--- config.mk ---
export PLATFORM = sky130hd
export DESIGN_NAME = scl_rate_gen
export DESIGN_NICKNAME = d
export VERILOG_FILES = /design/src/rtl/scl_gen_pkg.sv /design/src/rtl/scl_prescaler.sv /design/src/rtl/scl_sync.sv /design/src/rtl/scl_phase_fsm.sv /design/src/rtl/scl_rate_gen.sv
export SDC_FILE = /design/constraint.sdc
export NUM_CORES = 1
export LEC_CHECK = 0
export BUFFER_PORTS_ARGS = -buffer_cell sky130_fd_sc_hd__buf_2
export CAP_MARGIN = 10
export CORE_MARGIN = 8
export CORE_UTILIZATION = 60
export CTS_CLUSTER_DIAMETER = 150
export CTS_CLUSTER_SIZE = 40
export DETAILED_ROUTE_END_ITERATION = 8
export PLACE_DENSITY = 0.9
export SLEW_MARGIN = 20
export SYNTH_ARGS = -nofsm -noshare
export SYNTH_HDL_FRONTEND = slang
export SYNTH_HIERARCHICAL = 1
export SYNTH_SLANG_ARGS = --single-unit
--- constraint.sdc ---
create_clock -name clk -period 4.4 [get_ports clk]
set_input_delay 0.22 -clock clk [delete_from_list [all_inputs] [get_ports clk]]
set_output_delay 0.22 -clock clk [all_outputs]
set_load 0.01 [all_outputs]
--- src/rtl/scl_gen_pkg.sv ---
package scl_gen_pkg;
    typedef enum logic [1:0] {
        ST_IDLE    = 2'd0,
        ST_LOW     = 2'd1,
        ST_WAIT_HI = 2'd2,
        ST_HIGH    = 2'd3
    } scl_state_t;

    localparam int OVH_BYPASS = 4;
    localparam int OVH_DIVIDE = 3;
endpackage

--- src/rtl/scl_prescaler.sv ---
module scl_prescaler #(
    parameter int SEL_W    = 3,
    parameter int SEL_LSB  = 4,
    parameter int LOCK_BIT = 3
) (
    input  logic             clk,
    input  logic             rst_n,
    input  logic             cfg_wr,
    input  logic [7:0]       cfg_wdata,
    input  logic             clr,
    output logic [SEL_W-1:0] div_sel,
    output logic             cen
);
    localparam int DIV_W = (1 << SEL_W) - 1;

    logic [SEL_W-1:0] sel_q;
    logic [DIV_W-1:0] pre_cnt;
    logic [DIV_W-1:0] mask;

    always_ff @(posedge clk) begin
        if (!rst_n)
            sel_q <= '0;
        else if (cfg_wr && cfg_wdata[LOCK_BIT])
            sel_q <= cfg_wdata[SEL_LSB +: SEL_W];
    end

    always_comb begin
        mask = ~({DIV_W{1'b1}} << sel_q);
        cen  = !clr && ((pre_cnt & mask) == mask);
    end

    always_ff @(posedge clk) begin
        if (!rst_n || clr)
            pre_cnt <= '0;
        else
            pre_cnt <= pre_cnt + 1'b1;
    end

    assign div_sel = sel_q;


    wp_hold_chk: assert property (@(posedge clk) disable iff (!rst_n)
        cfg_wr && !cfg_wdata[LOCK_BIT] |=> $stable(div_sel));


    sel_load_chk: assert property (@(posedge clk) disable iff (!rst_n)
        cfg_wr && cfg_wdata[LOCK_BIT] |=> div_sel == $past(cfg_wdata[SEL_LSB +: SEL_W]));
endmodule

--- src/rtl/scl_sync.sv ---
module scl_sync #(
    parameter int STAGES = 2
) (
    input  logic clk,
    input  logic rst_n,
    input  logic din,
    output logic dout
);
    logic [STAGES-1:0] q;

    genvar i;
    generate
        for (i = 0; i < STAGES; i++) begin : g_stage
            if (i == 0) begin : g_first
                always_ff @(posedge clk) begin
                    if (!rst_n) q[0] <= 1'b0;
                    else        q[0] <= din;
                end
            end else begin : g_next
                always_ff @(posedge clk) begin
                    if (!rst_n) q[i] <= 1'b0;
                    else        q[i] <= q[i-1];
                end
            end
        end
    endgenerate

    assign dout = q[STAGES-1];
endmodule

--- src/rtl/scl_phase_fsm.sv ---
module scl_phase_fsm
    import scl_gen_pkg::*;
#(
    parameter int CNT_W = 5
) (
    input  logic             clk,
    input  logic             rst_n,
    input  logic             enable,
    input  logic             cen,
    input  logic             scl_hi,
    input  logic             bypass,
    input  logic [CNT_W-1:0] high_width,
    input  logic [CNT_W-1:0] low_width,
    output logic             drive_low,
    output logic             tick_change,
    output logic             tick_sample,
    output logic             pre_clr
);
    localparam int PH_W = CNT_W + 1;

    scl_state_t      state;
    logic [PH_W-1:0] cnt;
    logic [PH_W-1:0] n_lo;
    logic [PH_W-1:0] n_hi;
    logic [PH_W-1:0] mid;
    logic            lo_done;
    logic            hi_done;

    function automatic logic [PH_W-1:0] phase_len(input logic [CNT_W-1:0] w, input logic byp);
        logic [PH_W-1:0] base;
        base = (w == '0) ? PH_W'(1) : PH_W'(w);
        return base + (byp ? PH_W'(OVH_BYPASS) : PH_W'(OVH_DIVIDE));
    endfunction

    always_comb begin
        n_lo    = phase_len(low_width, bypass);
        n_hi    = phase_len(high_width, bypass);
        mid     = (n_hi - 1'b1) >> 1;
        lo_done = cen && (cnt == n_lo - 1'b1);
        hi_done = cen && (cnt == n_hi - 1'b1);
    end

    always_ff @(posedge clk) begin
        if (!rst_n || !enable) begin
            state <= ST_IDLE;
            cnt   <= '0;
        end else begin
            unique case (state)
                ST_IDLE: begin
                    state <= ST_LOW;
                    cnt   <= '0;
                end
                ST_LOW: begin
                    if (lo_done) begin
                        state <= ST_WAIT_HI;
                        cnt   <= '0;
                    end else if (cen) begin
                        cnt <= cnt + 1'b1;
                    end
                end
                ST_WAIT_HI: begin
                    if (scl_hi) begin
                        state <= ST_HIGH;
                        cnt   <= '0;
                    end
                end
                ST_HIGH: begin
                    if (hi_done) begin
                        state <= ST_LOW;
                        cnt   <= '0;
                    end else if (cen) begin
                        cnt <= cnt + 1'b1;
                    end
                end
                default: begin
                    state <= ST_IDLE;
                    cnt   <= '0;
                end
            endcase
        end
    end

    always_comb begin
        drive_low   = 1'b0;
        tick_change = 1'b0;
        tick_sample = 1'b0;
        pre_clr     = 1'b1;
        unique case (state)
            ST_IDLE:    pre_clr = 1'b1;
            ST_LOW: begin
                drive_low   = 1'b1;
                pre_clr     = 1'b0;
                tick_change = enable && lo_done;
            end
            ST_WAIT_HI: pre_clr = 1'b1;
            ST_HIGH: begin
                pre_clr     = 1'b0;
                tick_sample = enable && cen && (cnt == mid);
            end
            default:    pre_clr = 1'b1;
        endcase
    end


    chg_release_chk: assert property (@(posedge clk) disable iff (!rst_n)
        tick_change |=> !drive_low);


    hi_wait_chk: assert property (@(posedge clk) disable iff (!rst_n)
        (state == ST_WAIT_HI) && !scl_hi |=> state != ST_HIGH);


    dis_release_chk: assert property (@(posedge clk) disable iff (!rst_n)
        !enable |=> !drive_low && !tick_change && !tick_sample);


    tick_excl_chk: assert property (@(posedge clk) disable iff (!rst_n)
        !(tick_sample && tick_change));
endmodule

--- src/rtl/scl_rate_gen.sv ---
module scl_rate_gen
    import scl_gen_pkg::*;
#(
    parameter int CNT_W       = 5,
    parameter int SEL_W       = 3,
    parameter int SYNC_STAGES = 2
) (
    input  logic             clk,
    input  logic             rst_n,
    input  logic             enable,
    input  logic             cfg_wr,
    input  logic [7:0]       cfg_wdata,
    input  logic [CNT_W-1:0] high_width,
    input  logic [CNT_W-1:0] low_width,
    input  logic             scl_in,
    output logic             scl_drive_low,
    output logic             tick_sample,
    output logic             tick_change,
    output logic [SEL_W-1:0] div_sel
);
    logic cen;
    logic pre_clr;
    logic scl_hi;
    logic bypass;

    scl_prescaler #(.SEL_W(SEL_W), .SEL_LSB(4), .LOCK_BIT(3)) i_pre (
        .clk       (clk),
        .rst_n     (rst_n),
        .cfg_wr    (cfg_wr),
        .cfg_wdata (cfg_wdata),
        .clr       (pre_clr),
        .div_sel   (div_sel),
        .cen       (cen)
    );

    scl_sync #(.STAGES(SYNC_STAGES)) i_sync (
        .clk   (clk),
        .rst_n (rst_n),
        .din   (scl_in),
        .dout  (scl_hi)
    );

    assign bypass = (div_sel == '0);

    scl_phase_fsm #(.CNT_W(CNT_W)) i_fsm (
        .clk         (clk),
        .rst_n       (rst_n),
        .enable      (enable),
        .cen         (cen),
        .scl_hi      (scl_hi),
        .bypass      (bypass),
        .high_width  (high_width),
        .low_width   (low_width),
        .drive_low   (scl_drive_low),
        .tick_change (tick_change),
        .tick_sample (tick_sample),
        .pre_clr     (pre_clr)
    );


    rst_quiet_chk: assert property (@(posedge clk)
        !rst_n |=> !scl_drive_low && !tick_change && !tick_sample && div_sel == '0);
endmodule

==> Yosys cells after proc, flatten, opt, wreduce, memory -nomap -nowiden <==
Index checks and enable logic that the tools add are counted.
Widths: inputs -> output; s select.
{ "totals": {"reg_bits": 20, "input_bits": 23, "word_cells": 60} }
{ "op_classes": {"n_addsub": 6, "n_eq_ne": 10, "n_shift": 1, "mux": 16, "bitwise": 2, "n_reduce_logical": 19} }
{ "op_table": {"columns": ["op", "count"], "rows": [
  ["$mux 6", 4],
  ["$pmux 6 s4", 1],
  ["$eq 6x6->1", 2],
  ["$sub 6x1->6 const B", 2],
  ["$logic_not 5->1", 2],
  ["$mux 5", 2],
  ["$pmux 2 s4", 1],
  ["$add 7x1->7 const B", 1],
  ["$and 7x7->7", 1],
  ["$eq 7x7->1", 1],
  ["$logic_and 1x1->1", 7],
  ["$not 7->7", 1],
  ["$shl 7x3->7 const A", 1],
  ["$add 6x1->6 const B", 1],
  ["$add 6x3->6", 1],
  ["$add 6x6->6", 1],
  ["$eq 6x5->1", 1],
  ["$mux 2", 3],
  ["$eq 2x2->1 const B", 2],
  ["$ne 2x1->1 const B", 2],
  ["$reduce_or 2->1", 2],
  ["$logic_not 1->1", 3],
  ["$logic_not 3->1", 1],
  ["$mux 1", 3],
  ["other kinds (7)", 8]
]} }

==> Logic depth before layout (Yosys ltp) <==
{ "depth": {"ltp_word": 8, "depth_mapped": 13, "depth_no_buf": 13} }

==> Modules after synthesis <==
The synthesis kept the hierarchy.
{ "by_module_without_submodules": {"columns": ["module", "n_inst", "cells_per_inst", "area_per_inst_um2"], "rows": [
  ["scl_phase_fsm", 1, 140, 1124.8],
  ["scl_prescaler", 1, 50, 432.9],
  ["scl_sync", 1, 4, 52.6],
  ["scl_rate_gen", 1, 1, 10.0]
]} }

==> Worst setup path before layout <==
Ideal clock, no wire load.
{ "synth_timing": {"kind": "flip-flop to flip-flop", "start": "reg i_pre.sel_q[1], in the netlist i_pre/div_sel[1]", "end": "reg i_fsm.state[0]", "setup_ps": 86, "t_arrival_ps": 2910, "required_ps": 4314, "path_slack_ps": 1404, "stages_incl_launch_ff": 12, "synth_period_minus_slack_ps": 2996, "cell_sequence": "dfxtp_1 -> nor3_2 -> inv_1 -> ha_1 -> inv_1 -> ha_1 -> a21o_1 -> a21oi_2 -> xnor3_1 -> o41a_1 -> o31a_1 -> a211oi_1"} }
{ "synth_between": {"elab_chain_cells": 8, "elab_cells_between_ends": 18} }
{ "synth_lines": {"columns": ["item", "line_no", "text"], "rows": [
  ["start: declaration", "scl_prescaler.sv:16", "logic [SEL_W-1:0] sel_q;"],
  ["start signal: assignment", "scl_prescaler.sv:24", "sel_q <= cfg_wdata[SEL_LSB +: SEL_W];"],
  ["$logic_not 3->1 (*)", "scl_rate_gen.sv:43", "assign bypass = (div_sel == '0);"],
  ["net bypass", "scl_rate_gen.sv:24", "logic bypass;"],
  ["$mux 3 (*)", "scl_phase_fsm.sv:32", "return base + (byp ? PH_W'(OVH_BYPASS) : PH_W'(OVH_DIVIDE));"],
  ["$add 6x6->6 or $add 6x3->6 (tied branches)", "scl_phase_fsm.sv:32", null],
  ["$sub 6x1->6 (on tied branches)", "scl_phase_fsm.sv:40, scl_phase_fsm.sv:39", null],
  ["$eq 6x6->1 (on tied branches)", "scl_phase_fsm.sv:40, scl_phase_fsm.sv:39", null],
  ["$logic_and 1x1->1 (on tied branches)", "scl_phase_fsm.sv:40, scl_phase_fsm.sv:39", null],
  ["$ne 2x1->1 (no source line)", null, null],
  ["$reduce_and 3->1 (no source line) (*)", null, null],
  ["end signal: assignment", "scl_phase_fsm.sv:45", "state <= ST_IDLE;"],
  ["end signal: assignment", "scl_phase_fsm.sv:50", "state <= ST_LOW;"],
  ["end signal: assignment", "scl_phase_fsm.sv:55", "state <= ST_WAIT_HI;"],
  ["end: declaration", "scl_phase_fsm.sv:21", "scl_state_t state;"]
]} }
The timed path passes the listed nets; every way through them passes the cells marked *.
A chain may end at the register's enable or synchronous reset.

==> Worst setup path after layout <==
Same ends and word-level chain as after synthesis.

==> flow_metrics.env <==
export IMPL_status="finished, final reports clean"
export IMPL_cp_end_kind="register"
export IMPL_drt_vias_per_instance=5.35
export IMPL_layout_worst_path_cycle_share_pct=76.6
export IMPL_largest_net_degree_at_the_start_of_global_routing=12
export IMPL_pwr_density_cell_nw_per_um2=258
export IMPL_synth_edf_count=0
export IMPL_floorplan_core_area_um2=2660
export IMPL_ys_async_sr_fraction_pct=0
export IMPL_worst_skew_pair_late_latency_ns=0.30
export IMPL_cts_setup_buffers=0
export IMPL_layout_drive_gt1_share_pct=15.3
export IMPL_grt_overflow=0
export IMPL_clock_skew_ns=0.00656
export IMPL_vertical_die_dimension_um=68.0
export IMPL_worst_endpoint_arrival_ns=3.55
export IMPL_postRouteAntennaNets=0
export IMPL_remaining_drc_errors=0
export IMPL_final_fill_count=230
export IMPL_post_synth_num_cell_types=38
export IMPL_layout_area_overhead_vs_synth_pct=10.2
export IMPL_finalWorstPathRequiredPeriod_ns=3.37
export IMPL_slew_limit_headroom_pct=65.7
export IMPL_route_final_wire_length_um=3080
export IMPL_numCtsBuffers=3
export IMPL_syn_area_um2=1620
export IMPL_clk_pin_slew_worst_setup_hold_paths_ns=0.11
export IMPL_fp_row_count=19
export IMPL_initial_core_util_pct=60.9
export IMPL_p_leak_uw=0.000806
export IMPL_drt_first_iter_violations=50
export IMPL_max_cap_violations=0
export IMPL_drt_wirelength_per_cell_um=12.5
export IMPL_grt_antenna_before_repair=0
export IMPL_post_cts_resized=0
export IMPL_timing_fmax_mhz=297
export IMPL_yosysMostFrequentCell="sky130_fd_sc_hd__inv_1"
export IMPL_yosysWarnings=6
export IMPL_fin_nets=262
export IMPL_rsz0062_at_grt="no"
export IMPL_antenna_diode_count=0
export IMPL_gp_congestion=0.830
export IMPL_die_area_um2=4620
export IMPL_synthesis_instances=195
export IMPL_setup_tns_ns=0
export IMPL_timing_hold_violations_final=0
export IMPL_critPathKind="reg2reg"
export IMPL_net_count_synth=240
export IMPL_clkSinkCount=20
export IMPL_share_of_the_synthesized_area_in_the_top_cell_type_pct=24.7
export IMPL_dr_total_vias=1321
export IMPL_min_path_type="in2reg"
export IMPL_max_clock_path_buffers=2
export IMPL_grt_pass1_wl_um=5280
export IMPL_timing_critical_path_from_type="register"
export IMPL_grt_util_all_layers_pct=14.6
export IMPL_post_layout_inst_area_um2=1790
export IMPL_ys_seq_elements=20
export IMPL_final_setup_viol_count=0
export IMPL_peakVddDrop_v=0.000311
export IMPL_placedInstanceArea_um2=1750
export IMPL_critPathMaxFanout=6
export IMPL_h_tree_depth=1
export IMPL_cp_data_required_time_ns=4.58
export IMPL_post_dp_hpwl_um=2550
export IMPL_yosysTopAreaCell="sky130_fd_sc_hd__dfxtp_1"
export IMPL_syn_avg_cell_area_um2=8.31
export IMPL_yosys_top_cells_area="sky130_fd_sc_hd__dfxtp_1 (25%), sky130_fd_sc_hd__ha_1 (15%), sky130_fd_sc_hd__xnor2_1 (8.1%), sky130_fd_sc_hd__xor2_1 (8.1%), sky130_fd_sc_hd__inv_1 (6.5%)"
export IMPL_synth_main_ff_cell="sky130_fd_sc_hd__dfxtp_1"
export IMPL_synth_yosys_seq_area_share_pct=24.7
export IMPL_slew_violations=0
export IMPL_cts_tree="yes"
export IMPL_buffer_ports_inserted=24
export IMPL_ctsRootBufferMaster="sky130_fd_sc_hd__clkbuf_4"
export IMPL_synthTopCellsByCount="sky130_fd_sc_hd__inv_1 (28), sky130_fd_sc_hd__dfxtp_1 (20), sky130_fd_sc_hd__ha_1 (20)"
export IMPL_num_io_pins=29
export IMPL_cts_hold_buffers=0
export IMPL_regToRegSetupSlack_ns=1.03
export IMPL_first_global_vias=1289
export IMPL_die_width_um=68.0
export IMPL_drt_pass1_iter_count=4
export IMPL_timing_worst_slew_pin_value_ns=0.512
-- final timing paths --
kind               startpoint        endpoint  depth (start not counted)
max reg2reg  i_pre/div_sel[1]  i_fsm/state[0]                         11
max          i_pre/div_sel[1]  i_fsm/state[0]                         11
min                    scl_in     i_sync/q[0]                          2
min reg2reg       i_sync/q[0]     i_sync/dout                          1
-- layout make-up --
cell class	instances	area, um2	share of cell area, %
Inverter	28	105	5.89
Multi-Input combinational cell	140	1080	60.8
Tap cell	31	38.8	2.17
Timing Repair Buffer	24	120	6.73
Clock buffer	4	36.3	2.03
Sequential cell	20	400	22.4
-- report_power, final --
part	total [uW]	switching [uW]	internal, uW
clock network	105	54.3	50.5
registers	190	4.66	186
logic	165	87.7	77.1
-- state kept, by name, indices dropped and copies added, names as in the netlist --
name / count
i_fsm/cnt: 6
i_fsm/state: 2
i_sync/dout: 1
i_sync/q: 1
i_pre/div_sel: 3
i_pre/pre_cnt: 7
-- cell families (layout without fill, tap and decap cells) --
logic type               count (synthesis)  after routing  share of synthesized area, %
adder cells (fa/ha/maj)                 22             22                          17.9
buffers and inverters                   35             56                          8.34
AND/OR/NAND/NOR                         59             59                          18.6
flip-flops                              20             20                          24.7
XOR/XNOR                                31             31                          17.6
AO/OA/AOI/OAI                           28             28                          12.8
-- placed cells by master (no fill, tap or decap), drive strengths merged, types with 3 or more instances in the layout --
cell type / count
inv: 28
buf: 24
ha: 20
dfxtp: 20
nor2: 16
xor2: 15
xnor2: 15
nand2: 13
nand4: 8
nor3: 6
nand3: 5
a21oi: 5
clkbuf: 4
a21o: 3
nand2b: 3
o21ai: 3
a21boi: 3
and2: 3
-- worst max-delay path: stages (launching register included) --
cell and delay (ns):
sky130_fd_sc_hd__dfxtp_1 0.38, sky130_fd_sc_hd__nor3_2 0.45, sky130_fd_sc_hd__inv_1 0.14, sky130_fd_sc_hd__ha_1 0.35
sky130_fd_sc_hd__inv_1 0.05, sky130_fd_sc_hd__ha_1 0.28, sky130_fd_sc_hd__a21o_1 0.19, sky130_fd_sc_hd__a21oi_2 0.19
sky130_fd_sc_hd__xnor3_1 0.23, sky130_fd_sc_hd__o41a_1 0.49, sky130_fd_sc_hd__nor3_2 0.36, sky130_fd_sc_hd__a211oi_1 0.13
-- metrics by stage --
stage / setup slack, ns / util, % / std cells / hold WS, ns / total power [uW]
2_1_floorplan: 1.40 / - / 195 / 0.342 / 324
3_3_place_gp: 1.14 / 65.7 / 243 / 0.415 / 354
3_5_place_dp: 1.05 / 65.7 / 243 / 0.423 / 359
4_1_cts: 1.03 / 67.1 / 247 / 0.125 / 465
5_1_grt: 0.715 / 67.1 / 247 / 0.112 / 494
6_report: 1.03 / 67.1 / 247 / 0.127 / 460
-- per-layer routing --
| metal | up-vias | wire length, um | track usage [%] |
|---|---|---|---|
| met3 | 4 | 181 | 3.11 |
| met2 | 27 | 1410 | 25.1 |
| met1 | 597 | 1450 | 17.1 |
| li1 | 693 | - | - |
| met4 | 0 | 40 | 6.14 |
| met5 | - | 0 | 0 |
Power figures use the tool's default switching activity.
